### src/rtl/ahb_sel_pkg.sv
package ahb_sel_pkg;

  localparam int unsigned WIDE_W = 64;

  typedef logic [WIDE_W-1:0] wide_addr_t;

  // Bits at and above the exponent are kept; all lower bits are cleared.
  function automatic wide_addr_t tag_mask(input int unsigned log2sz);
    wide_addr_t m;
    m = '1;
    if (log2sz >= WIDE_W) begin
      m = '0;
    end else begin
      m = m << log2sz;
    end
    return m;
  endfunction

  // Two aligned power-of-two windows share an address exactly when their
  // bases agree on every bit above the larger of the two exponents.
  function automatic bit windows_overlap(input wide_addr_t base_a,
                                         input int unsigned log2_a,
                                         input wide_addr_t base_b,
                                         input int unsigned log2_b);
    int unsigned wider;
    wider = (log2_a > log2_b) ? log2_a : log2_b;
    return ((base_a ^ base_b) & tag_mask(wider)) == '0;
  endfunction

  function automatic bit base_is_aligned(input wide_addr_t base,
                                         input int unsigned log2sz);
    return (base & ~tag_mask(log2sz)) == '0;
  endfunction

endpackage

### src/rtl/ahb_sel_window_cmp.sv
module ahb_sel_window_cmp #(
  parameter int unsigned ADDR_W  = 32,
  parameter int unsigned SIZE_L2 = 12,
  parameter logic [ADDR_W-1:0] BASE = '0
) (
  input  logic [ADDR_W-1:0] haddr,
  output logic              hit
);

  localparam ahb_sel_pkg::wide_addr_t WIDE_MASK = ahb_sel_pkg::tag_mask(SIZE_L2);
  localparam logic [ADDR_W-1:0]       TAG_MASK  = WIDE_MASK[ADDR_W-1:0];
  localparam logic [ADDR_W-1:0]       TAG_BITS  = BASE & TAG_MASK;

  always_comb begin
    hit = ((haddr & TAG_MASK) == TAG_BITS);
  end

endmodule

### src/rtl/ahb_sel_fallback.sv
module ahb_sel_fallback #(
  parameter int unsigned NUM_REGIONS = 4
) (
  input  logic [NUM_REGIONS-1:0] hits,
  output logic                   dflt
);

  always_comb begin
    dflt = ~(|hits);
  end

endmodule

### src/rtl/ahb_slave_sel.sv
module ahb_slave_sel #(
  parameter int unsigned ADDR_W      = 32,
  parameter int unsigned NUM_REGIONS = 4,
  parameter logic [NUM_REGIONS-1:0][ADDR_W-1:0] REGION_BASE = {
    32'h8000_0000, 32'h4000_0000, 32'h0001_0000, 32'h0000_0000},
  parameter logic [NUM_REGIONS-1:0][7:0] REGION_L2 = {
    8'd28, 8'd20, 8'd16, 8'd12}
) (
  input  logic [ADDR_W-1:0]      haddr,
  output logic [NUM_REGIONS-1:0] region_sel,
  output logic                   dflt_sel
);

  logic [NUM_REGIONS-1:0] win_hit;

  // Comparator bank, one per window
  for (genvar gi = 0; gi < NUM_REGIONS; gi++) begin : g_win
    localparam int unsigned L2_I = int'(REGION_L2[gi]);

    if (L2_I > ADDR_W) begin : g_bad_size
      $error("window %0d size exponent exceeds address width", gi);
    end

    if (!ahb_sel_pkg::base_is_aligned(
          ahb_sel_pkg::wide_addr_t'(REGION_BASE[gi]), L2_I)) begin : g_bad_align
      $error("window %0d base is not aligned to its size", gi);
    end

    for (genvar gj = gi + 1; gj < NUM_REGIONS; gj++) begin : g_pair
      if (ahb_sel_pkg::windows_overlap(
            ahb_sel_pkg::wide_addr_t'(REGION_BASE[gi]), L2_I,
            ahb_sel_pkg::wide_addr_t'(REGION_BASE[gj]), int'(REGION_L2[gj]))) begin : g_overlap
        $error("windows %0d and %0d overlap", gi, gj);
      end
    end

    ahb_sel_window_cmp #(
      .ADDR_W (ADDR_W),
      .SIZE_L2(L2_I),
      .BASE   (REGION_BASE[gi])
    ) u_cmp (
      .haddr(haddr),
      .hit  (win_hit[gi])
    );
  end

  ahb_sel_fallback #(
    .NUM_REGIONS(NUM_REGIONS)
  ) u_fallback (
    .hits(win_hit),
    .dflt(dflt_sel)
  );

  assign region_sel = win_hit;

endmodule

### config.mk
export PLATFORM = sky130hd
export DESIGN_NAME = ahb_slave_sel
export DESIGN_NICKNAME = d
export VERILOG_FILES = /design/src/rtl/ahb_sel_pkg.sv /design/src/rtl/ahb_sel_window_cmp.sv /design/src/rtl/ahb_sel_fallback.sv /design/src/rtl/ahb_slave_sel.sv
export SDC_FILE = /design/constraint.sdc
export NUM_CORES = 1
export LEC_CHECK = 0
export CORE_AREA = 2 2 39 41
export DETAILED_ROUTE_END_ITERATION = 10
export DIE_AREA = 0 0 41 43
export DONT_BUFFER_PORTS = 1
export PLACE_DENSITY_LB_ADDON = 0.05
export REMOVE_ABC_BUFFERS = 1
export SETUP_SLACK_MARGIN = 0.5
export SYNTH_ARGS = -nofsm -noshare
export SYNTH_HDL_FRONTEND = slang
export SYNTH_HIERARCHICAL = 1
export SYNTH_SLANG_ARGS = --single-unit
export TNS_END_PERCENT = 5
### constraint.sdc
create_clock -name vclk -period 1.15
set_input_delay 0.23 -clock vclk [all_inputs]
set_output_delay 0.23 -clock vclk [all_outputs]
set_load 0.01 [all_outputs]
# Yosys cells after proc, flatten, opt, wreduce, memory -nomap -nowiden
# Index checks and enable logic that the tools add are counted.
[word_totals]
ff_bits = 0
inputBits = 32
out_inout_bits = 5
[classes]
reduce_logical = 2
n_eq_ne = 3
bitwise = 1
[op_table]
columns = ["operator", "n"]
rows = [
  ["$logic_not 32->1", 1],
  ["$eq 16x1->1 const B", 1],
  ["$eq 12x11->1 const B", 1],
  ["$eq 4x4->1 const B", 1],
  ["$reduce_or 4->1", 1],
  ["$not 1->1", 1],
]

# Logic depth before layout (Yosys ltp)
[logic_depth]
depth_word = 3
ltp_mapped = 4
mapped_depth_nobuf = 4

# Modules after synthesis
# The synthesis kept the hierarchy.
[modules_own_cells]
columns = ["mod", "cells_each", "n_inst", "area_per_inst_um2"]
rows = [
  ["ahb_sel_window_cmp (g_win[0].u_cmp)", 8, 1, 43.8],
  ["ahb_sel_window_cmp (g_win[1].u_cmp)", 5, 1, 36.3],
  ["ahb_sel_window_cmp (g_win[2].u_cmp)", 4, 1, 27.5],
  ["ahb_sel_window_cmp (g_win[3].u_cmp)", 1, 1, 15.0],
  ["ahb_sel_fallback", 1, 1, 12.5],
]

# Worst setup path before layout
# Ideal clock, no wire load.
[synth_timing]
path_kind = "input-to-output"
from = "input haddr[16]"
to = "output dflt_sel"
t_arrival_ns = 0.949
setup_slack_ns = -0.029
t_required_ns = 0.920
n_path_buf = 0
stages = 3
path_cell_list = "nor4b_1 > and4_1 > nor4_2"
[synth_between]
elab_chain_cells = 3
word_cells_on_any_way = 4
cone_classes = "1 x eq/ne; 1 x bitwise; 2 x reduce/logical"
[synth_lines]
columns = ["item", "line", "source"]
rows = [
  ["start: declaration", "ahb_slave_sel.sv:9", "input logic [ADDR_W-1:0] haddr,"],
  ["$eq 16x1->1", "ahb_sel_window_cmp.sv:15", "hit = ((haddr & TAG_MASK) == TAG_BITS);"],
  ["via region_sel[1]", "ahb_slave_sel.sv:10", "output logic [NUM_REGIONS-1:0] region_sel,"],
  ["$reduce_or 4->1", "ahb_sel_fallback.sv:9", "dflt = ~(|hits);"],
  ["$not 1->1", "ahb_sel_fallback.sv:9", ""],
  ["end: declaration", "ahb_slave_sel.sv:11", "output logic dflt_sel"],
]
# The timed path passes the listed nets, and every way through them passes these cells.

# Worst setup path after layout
[layout_timing]
from = "input haddr[28]"
to = "output dflt_sel"
[layout_between]
elab_chain_cells = 3
word_cells_on_any_way = 6
cone_classes = "3 x eq/ne; 1 x bitwise; 2 x reduce/logical"
[layout_lines]
columns = ["item", "line"]
rows = [
  ["$logic_not 32->1, or another cell as far along", "ahb_sel_window_cmp.sv:15"],
  ["$reduce_or 4->1 *", "ahb_sel_fallback.sv:9"],
  ["$not 1->1 *", "ahb_sel_fallback.sv:9"],
]
# Mark *: on every way between the ends. The rest lies on a longest branch, timed or not.

==> run summary <==
pwr/cell area: 87.3 mW/mm2
Pint: 22.5 uW
Crit. Startpoint: haddr[28]
drt drc: 0
Die H: 43 um
met3 Usage GRT: 2.62%
Placement Setup Slack: -0.132 ns
largest net degree at the start of global routing: 5
Worst Tran Pin Value: 0.231 ns
Worst Path Required: 0.92 ns
hold crit path type: input pin to output pin
DR vias/cell: 5.40
gr usage total: 7.39%
Post-Syn Area: 135 um2
dpl hpwl: 567 um
Setup TNS: -0.0239 ns
post-synthesis cell type count: 9
Setup Fix Bufs, Post-CTS: 0
# rows: 14
GR peak layer: met1
Layout Cells excl Fill: 40
Post-Route WL: 685 um
DR iter-0 viols: 0
sw power: 5.34 uW
Final Cell Area: 319 um2
CORE AREA: 0.00138 mm2
Syn Inst Count: 19
DIE AREA: 0.00176 mm2
met2 Track Usage GR: 10.6%
Avg WL per Cell: 17.1 um
clk_buf instances: 0
Crit Path Class: input pin to output pin
RePlAce Congestion: 0.676
Setup crit end: dflt_sel
Final period util: 102%
fin crit period: 1.17 ns
M1 GR Usage: 11.1%
failing checks: negative setup slack
vias: 216
FF/Latch Area: 0 um2
yosys warns: 6
placed cell count: 40
Slew headroom: 84.4%
most common cell after layout, fill and taps aside: nor4_4
Antenna diodes: 0
Switching Share: 19.2%
most frequent cells in the layout: nor4_4, nor4_2, buf_4, nor4b_4, nor4_1
flip-flop and latch count: 0
final hold vios: 0
startpoint types: input pin
RSZ-0062 raised after global routing: true
P&R area growth vs syn: 136%
worst setup margin: -0.0239 ns
Core Util, Final: 23.1%
IO Pins: 37
final setup violation count: 1
Placed Area: 193 um2
GRT overflow: 0
combinational power share: 100.0%
worst vdd ir: 0.0350 mV
crit path DAT: 0.94 ns
status: complete, but fails checks
Worst setup EP type: output pin
synthesized area per cell: 7.11 um2
nets@finish: 58
max_cap viols: 0
sequential power share: 0%
sequential area share after synthesis: 0%
starting density of the core: 9.76%
Leak: 0.0000727 uW
Slew Viols, Final: 0
first-pass GRT wire length: 986 um
Pre-antenna DRT Iters: 1
vias in the first global route: 229
Port Buffers: 0
post-route ant nets: 0
initial antenna violation count: 0
Fmax: 852 MHz
Die Width: 41 um
fraction of layout cells with a size suffix above 1: 75.0%
Clk network pwr share: 0%
CP max FO: 4
[stage by stage]
| stage | total power, uW | hold slack, ns |
|---|---|---|
| 3_3_place_gp | 16.3 | 0.629 |
| 3_5_place_dp | 16.0 | 0.626 |
| 6_report | 27.8 | 0.615 |
| 4_1_cts | 25.4 | 0.617 |
| 2_1_floorplan | 12.1 | 0.502 |
| 5_1_grt | 29.7 | 0.624 |
[worst max-delay path: stages]
cell and delay (ns):
nor4b_1 0.26, and3_1 0.24, nor4_2 0.06, buf_4 0.14
[area by class of cell]
type	instances	area, um2
fill	157	1060
multi-input combinational	19	258
tap	16	20.0
timing repair buffer	5	41.3
[cells in the mapped netlist]
cell type | n | area share, %
nor4_1 | 10 | 46
nor4b_1 | 2 | 13
and3_1 | 1 | 4.6
and4_1 | 1 | 6.5
nand2_1 | 1 | 2.8
nand3_1 | 1 | 3.7
nor2_1 | 1 | 2.8
nor4_2 | 1 | 9.3
nor4b_2 | 1 | 11
[power groups by stage]
stage	registers, uW	clock network, uW	logic (uW)
2_1_floorplan	0	0	12.1
3_3_place_gp	0	0	16.3
3_5_place_dp	0	0	16.0
4_1_cts	0	0	25.4
5_1_grt	0	0	29.7
6_report	0	0	27.8
[routing by layer]
metal  vias up  part of all wire [%]
met5         -                     0
met1        98                    39
met2        19                    44
li1         99                     -
met4         0                     0
met3         0                    17
[how the worst min path moves through the flow]
stage | from | to | slack, ns | depth (start not counted)
6_report | haddr[29] | region_sel[3] | 0.62 | 2
5_1_grt | haddr[29] | region_sel[3] | 0.62 | 2
4_1_cts | haddr[30] | region_sel[3] | 0.62 | 2
3_5_place_dp | haddr[29] | region_sel[3] | 0.63 | 2
3_3_place_gp | haddr[29] | region_sel[3] | 0.63 | 2
2_1_floorplan | haddr[29] | region_sel[3] | 0.50 | 1
[repair_timing]
action	4_1_cts	5_1_grt
pin swaps	8	4
gates cloned	0	0
hold buffers	0	0
setup endpoints to repair	5	5
gates resized for setup	16	3
[cell families after synthesis]
group            Yosys count  synth area share, %
AND/OR/NAND/NOR           19                  100
Power figures use the tool's default switching activity.
